<file path="config.mk">
export PLATFORM = sky130hd
export DESIGN_NAME = rj_audio_rx
export DESIGN_NICKNAME = d
export VERILOG_FILES = /design/src/rtl/rj_audio_rx.sv
export SDC_FILE = /design/constraint.sdc
export NUM_CORES = 1
export LEC_CHECK = 0
export BUFFER_PORTS_ARGS = -buffer_cell sky130_fd_sc_hd__buf_2
export CORE_MARGIN = 1.5
export CORE_UTILIZATION = 56
export CTS_CLUSTER_DIAMETER = 60
export DETAILED_ROUTE_END_ITERATION = 8
export PLACE_DENSITY = 0.79
export SYNTH_ARGS = -nofsm -noshare
export SYNTH_HDL_FRONTEND = slang
export SYNTH_SLANG_ARGS = --single-unit
</file>
<file path="constraint.sdc">
create_clock -name clk -period 2.2 [get_ports clk]
set_input_delay 0.22 -clock clk [delete_from_list [all_inputs] [get_ports clk]]
set_output_delay 0.22 -clock clk [all_outputs]
set_load 0.03 [all_outputs]
</file>
<file path="src/rtl/rj_audio_rx.sv">
module rj_audio_rx #(
  parameter int SYNC_STAGES = 2,
  parameter int CNT_W       = 5
) (
  input  logic        clk,
  input  logic        rst_n,
  input  logic        bclk_in,
  input  logic        ws_in,
  input  logic        sdata_in,
  input  logic [1:0]  wlen_sel,
  output logic [23:0] left_data,
  output logic        left_valid,
  output logic [23:0] right_data,
  output logic        right_valid,
  output logic        frame_err
);
  localparam int DW      = 24;
  localparam int CNT_MAX = (1 << CNT_W) - 1;
  localparam int WARM_N  = SYNC_STAGES + 1;
  localparam int WARM_W  = $clog2(WARM_N + 1);

  logic [SYNC_STAGES-1:0] bclk_sy, ws_sy, sd_sy;
  logic                   bclk_d, ws_d, armed;
  logic [WARM_W-1:0]      warm;
  logic [DW-1:0]          shreg;
  logic [CNT_W-1:0]       bitcnt, need_n;
  logic [1:0]             wl_act;
  logic [DW-1:0]          cap;

  wire bclk_s    = bclk_sy[SYNC_STAGES-1];
  wire ws_s      = ws_sy[SYNC_STAGES-1];
  wire sd_s      = sd_sy[SYNC_STAGES-1];
  wire warm_done = (warm == WARM_W'(WARM_N));
  wire bclk_rise = bclk_s & ~bclk_d;
  wire ws_edge   = (ws_s ^ ws_d) & warm_done;
  wire short_hf  = bitcnt < need_n;

  always_comb begin
    case (wl_act)
      2'd0:    need_n = CNT_W'(16);
      2'd1:    need_n = CNT_W'(18);
      2'd2:    need_n = CNT_W'(20);
      default: need_n = CNT_W'(24);
    endcase
  end

  always_comb begin
    case (wl_act)
      2'd0:    cap = {{8{shreg[15]}}, shreg[15:0]};
      2'd1:    cap = {{6{shreg[17]}}, shreg[17:0]};
      2'd2:    cap = {{4{shreg[19]}}, shreg[19:0]};
      default: cap = shreg;
    endcase
  end

  always_ff @(posedge clk) begin
    if (!rst_n) begin
      bclk_sy     <= '0;
      ws_sy       <= '0;
      sd_sy       <= '0;
      bclk_d      <= 1'b0;
      ws_d        <= 1'b0;
      warm        <= '0;
      armed       <= 1'b0;
      shreg       <= '0;
      bitcnt      <= '0;
      wl_act      <= 2'd3;
      left_data   <= '0;
      right_data  <= '0;
      left_valid  <= 1'b0;
      right_valid <= 1'b0;
      frame_err   <= 1'b0;
    end else begin
      bclk_sy     <= {bclk_sy[SYNC_STAGES-2:0], bclk_in};
      ws_sy       <= {ws_sy[SYNC_STAGES-2:0], ws_in};
      sd_sy       <= {sd_sy[SYNC_STAGES-2:0], sdata_in};
      bclk_d      <= bclk_s;
      ws_d        <= ws_s;
      left_valid  <= 1'b0;
      right_valid <= 1'b0;
      frame_err   <= 1'b0;
      if (!warm_done) warm <= warm + WARM_W'(1);

      if (bclk_rise) shreg <= {shreg[DW-2:0], sd_s};

      if (ws_edge)
        bitcnt <= bclk_rise ? CNT_W'(1) : '0;
      else if (bclk_rise && bitcnt != CNT_W'(CNT_MAX))
        bitcnt <= bitcnt + CNT_W'(1);

      if (!armed || (ws_edge && ws_s)) wl_act <= wlen_sel;

      if (ws_edge) begin
        if (!armed) begin
          armed <= 1'b1;
        end else if (short_hf) begin
          frame_err <= 1'b1;
        end else if (ws_s) begin
          right_data  <= cap;
          right_valid <= 1'b1;
        end else begin
          left_data  <= cap;
          left_valid <= 1'b1;
        end
      end
    end
  end
endmodule

</file>
; ---- After elaboration in Yosys (flattened, before gate mapping)
; Index checks and enable logic that the tools add are counted.
[totals]
wordCells = 49
reg_bits = 93
input_bits = 7
out_inout_bits = 51
[classes]
n_reduce_logical = 10
muxes = 8
eq_ne = 4
addsub = 2
n_bitwise = 9
order_cmp = 1
[ops]
columns = operator, n
row1 = one-hot mux 24 bit (3 select lines), 1
row2 = one-hot mux 4 bit (3 select lines), 1
row3 = two-way mux 5 bit, 2
row4 = AND reduction 4 bit, 2
row5 = NOT 1 bit, 6
row6 = adder 5 x 1 -> 5 bit (second input constant), 1
row7 = < comparator 5 bit, 1
row8 = != test 5 bit (second input constant), 1
row9 = == test 2 bit (second input constant), 2
row10 = two-way mux 1 bit, 4
row11 = OR reduction 4 bit, 1
row12 = AND reduction 3 bit, 1
row13 = adder 2 x 1 -> 2 bit (second input constant), 1
row14 = bitwise AND 1 bit, 2
row15 = == test 2 x 1 -> 1 bit (second input constant), 1
row16 = logical AND 1 bit, 2
row17 = logical NOT 2 bit, 1
row18 = nonzero test 2 bit, 1
row19 = logical NOT 1 bit, 1
row20 = logical OR 1 bit, 1
row21 = bitwise XOR 1 bit, 1

; ---- Longest topological paths before layout
[depth]
word_depth = 5
depth_mapped = 9
ltp_nobuf = 7

; ---- Worst setup path before layout
; Ideal clock, no wire load.
[synth_path]
path_type = reg-to-reg
start = reg wl_act[1]
end = reg left_data[21]
setup_slack_ps = 302
required_time_ps = 2128
setup_time_ps = 72
arrival_ps = 1827
path_stages_with_launch = 10
cell_sequence = dfxtp_1 > buf_2 > nand2_1 > ha_1 > o211ai_1 > o21ai_1 > and4b_1 > buf_6 > buf_12 > mux2i_1
[synth_via]
elab_chain_cells = 5
elab_cells_between_ends = 8
classes_between = order compare: 1 / eq/ne: 2 / mux: 2 / bitwise: 1 / reduce/logical: 2
[synth_lines]
columns = element, line_no
row1 = start: declaration, 27  ; logic [1:0] wl_act;
row2 = start signal: assignment, 91  ; if (!armed || (ws_edge && ws_s)) wl_act <= wlen_sel;
row3 = "== test 2 bit, or another cell as far along", "39, 48"
row4 = one-hot mux 4 bit (3 select lines), 39  ; case (wl_act)
row5 = < comparator 5 bit, 36  ; wire short_hf = bitcnt < need_n;
row6 = NOT 1 bit (no line), n/a
row7 = AND reduction 4 bit (no line), n/a
row8 = end signal: assignment, 102  ; left_data <= cap;
row9 = end: declaration, 11  ; output logic [23:0] left_data,
; Parallel ways exist; a longest one is shown, timed or not.
; A chain may end at the register's enable or synchronous reset.

; ---- Final worst setup path
[layout_path]
start = reg wl_act[1]
end = reg left_data[23]
; Same word-level chain as after synthesis.

==> run summary <==
Worst Path Required = 2490 ps
routed len/inst = 13.6 um
hold depth = 2
multi-input logic area = 1680 um2
initial cell density of the core = 58.6%
Worst Reg2Reg Path Length in Cells = 7
ratio of cells with drive above 1 in the final layout = 19.2%
register area share after synthesis = 49.5%
CTS tree = yes
compound-gate portion of the synthesized area = 7.51%
Startpoint Class = flop
fin. max-slew vios = 0
Post-Route WL = 7.02 mm
DR vias = 2703
Worst Hold Class = in -> reg
Switching Fraction = 22.4%
sequential cell area = 1860 um2
RSZ-0062 raised after global routing = no
clock network power share = 40.9%
pin slew with the least headroom to its limit = 529 ps
failing checks = DRC
number of H-tree levels = 3
max capacitance violation total = 0
largest net degree at the start of global routing = 48
clock root buffer = clkbuf_8
Layout Nets = 445
DP Area = 4040 um2
Async SR Flop Fraction = 0%
met1 usage = 27.1%
xor-xnor portion of the synthesized cell area = 0.931%
Netlist cell types = 36
die outline width = 85.0 um
ANT nets after route = 0
Setup Skew = 8.69 ps
PostCTS Resize Cnt = 0
Most used DFF post-synth = dfxtp_1
TritonCTS Buffers = 9
post-synthesis simple-gate area fraction = 17.7%
synthesized area per cell = 9.83 um2
Final Hold Fails = 0
row count = 29
WP data arrival = 2280 ps
global-route track usage on met3 = 5.64%
Syn. warnings = 0
Setup TNS = 0 ps
Post-Synth Adder-Cell Area = 1.66%
first-pass GRT wire length = 12.1 mm
total gr overflow = 0
post-CTS setup buffer count = 0
total track usage = 21.0%
post-synthesis net count = 395
cell area after layout = 4260 um2
Final Cycle Share = 90.2%
met2 GRT Util = 33.8%
clock latency on the worst-skew pair = 360 ps
worst vdd ir = 0.517 mV
post-synthesis mux area share = 16.7%
# port buffers = 57
routability congestion estimate = 0.748
num ports = 58
Die Height = 85.0 um
cts hold-fix bufs = 0
CP Class = reg -> reg
Post-synth EDFFs = 0
WHS = 67.8 ps
vias in the first global route = 2608
total chip power = 3.10 mW
Gate power share = 3.8%
most used routing layer = met2
hpwl dp = 4.53 mm
initial antenna violation count = 0
Worst Path Max Fanout = 25
initial drt markers = 187
P per Cell Area = 727 nW/um2
vias per cell = 5.25
pre-CTS WS = 253 ps
placed cell count = 499
router iterations before antenna repair = 6
Filler Cell Count = 515
DRC viols = 5
Leak Pwr = 1.70 nW
area delta synth->final = 13.2%
sw power = 694 uW
Mapped Area = 3760 um2
core area = 6420 um2
outcome = finished, violations left
minimum clock period = 1990 ps
largest family of logic cells by synthesized area = simple AND/OR/NAND/NOR gates
Mapped Cells = 383
clock slew at reported path FFs = 90 ps
fmax = 504 MHz
die area = 7220 um2
CTS Buffer Depth = 2
Worst slew margin = 64.6%
Final Util = 66.3%
final worst slack = 215 ps
final non-filler cell total = 515
final-report setup violation count = 0
synthesis-stage register bit count = 93
Ant. Diodes = 0
Critical Path End Type = flop
Reg power frac = 55.3%
P_int = 2.40 mW
CTS sink cnt = 93
==> power groups by stage <==
stage	clock network, mW	registers (mW)	logic, mW
3_5_place_dp	0	1.75	0.119
5_1_grt	1.36	1.72	0.134
2_1_floorplan	0	1.75	0.0981
6_report	1.27	1.71	0.118
4_1_cts	1.28	1.71	0.119
3_3_place_gp	0	1.75	0.116
==> critical path, stage by stage (launching register included) <==
cell and delay [ps]:
dfxtp_1 420, nand2_1 80, ha_1 280, o211ai_1 90, o21ai_1 290, and4b_1 290
buf_12 220, mux2i_1 230
==> metal layers <==
layer  up-vias  wire length [um]
li1       1363                 -
met1      1262              3310
met2        61              3250
met3        17               316
met5         -                 0
met4         0               147
==> cell type report <==
| type | count | area share (%) |
|---|---|---|
| clock buffer | 10 | 3.00 |
| clock inverter | 6 | 2.23 |
| inverter | 2 | 0.176 |
| multi-input combinational | 262 | 39.4 |
| sequential | 93 | 43.7 |
| tap | 77 | 2.26 |
| timing repair buffer | 65 | 9.28 |
==> cell usage after synthesis (2+ instances only) <==
| library cell | instances | area, um2 |
|---|---|---|
| a21boi_1 | 25 | 188 |
| a21o_1 | 2 | 15.0 |
| a21oi_1 | 2 | 10.0 |
| and2_1 | 10 | 62.6 |
| and3_1 | 2 | 12.5 |
| buf_12 | 2 | 40.0 |
| buf_2 | 2 | 10.0 |
| buf_6 | 4 | 45.0 |
| clkbuf_1 | 11 | 41.3 |
| clkbuf_8 | 5 | 68.8 |
| dfxtp_1 | 93 | 1860 |
| ha_1 | 5 | 62.6 |
| inv_1 | 2 | 7.51 |
| mux2i_1 | 51 | 510 |
| mux4_1 | 4 | 105 |
| nand2_1 | 126 | 473 |
| nand2b_1 | 2 | 12.5 |
| nor2_1 | 5 | 18.8 |
| nor2b_1 | 2 | 12.5 |
| nor3b_1 | 2 | 15.0 |
| o21a_1 | 3 | 22.5 |
| o21ai_0 | 6 | 30.0 |
| o21ai_1 | 2 | 10.0 |
| xor2_1 | 3 | 26.3 |
==> cells in the final DEF (no fill, tap or decap), drive strengths merged <==
| cell type | instances |
|---|---|
| nor3b | 2 |
| o21a | 3 |
| mux2i | 51 |
| nand3b | 1 |
| a21boi | 25 |
| and2 | 11 |
| clkinvlp | 2 |
| inv | 4 |
| ha | 5 |
| bufinv | 2 |
| mux2 | 1 |
| mux4 | 4 |
| buf | 65 |
| nand2 | 126 |
| a21oi | 2 |
| nand4 | 1 |
| nand2b | 2 |
| nor2b | 2 |
| xnor2 | 1 |
| and3 | 2 |
| nor4b | 1 |
| o211ai | 1 |
| a21o | 2 |
| o21ai | 8 |
| and4 | 1 |
| clkbuf | 10 |
| xor2 | 3 |
| nand3 | 1 |
| nor2 | 5 |
| dfxtp | 93 |
| and4b | 1 |
==> path summary, 6_finish.rpt <==
kind	from	end	slack [ps]
worst max register to register	wl_act[1]$_SDFFE_PN1P_	left_data[23]$_SDFFE_PN0P_	210
worst min register to register	ws_sy[0]$_SDFF_PN0_	ws_sy[1]$_SDFF_PN0_	440
worst max-delay path	wl_act[1]$_SDFFE_PN1P_	left_data[23]$_SDFFE_PN0P_	210
worst min-delay path	ws_in	ws_sy[0]$_SDFF_PN0_	70
==> flip-flops by register name (all words and copies together) (netlist names), 2 cells and up <==
signal and count:
ws_sy 2, wl_act 2, shreg 24, right_data 24, sd_sy 2, left_data 24, warm 2, bitcnt 5
bclk_sy 2
==> cell families (layout without fill, tap and decap cells) <==
group	count (synthesis)	in the layout
flops	93	93
fa+ha+maj	5	5
compound gates	41	41
buf+inv	28	83
mux	56	56
simple gates	156	156
xor+xnor	4	4
Note: power is estimated with default switching activity, not from simulation.
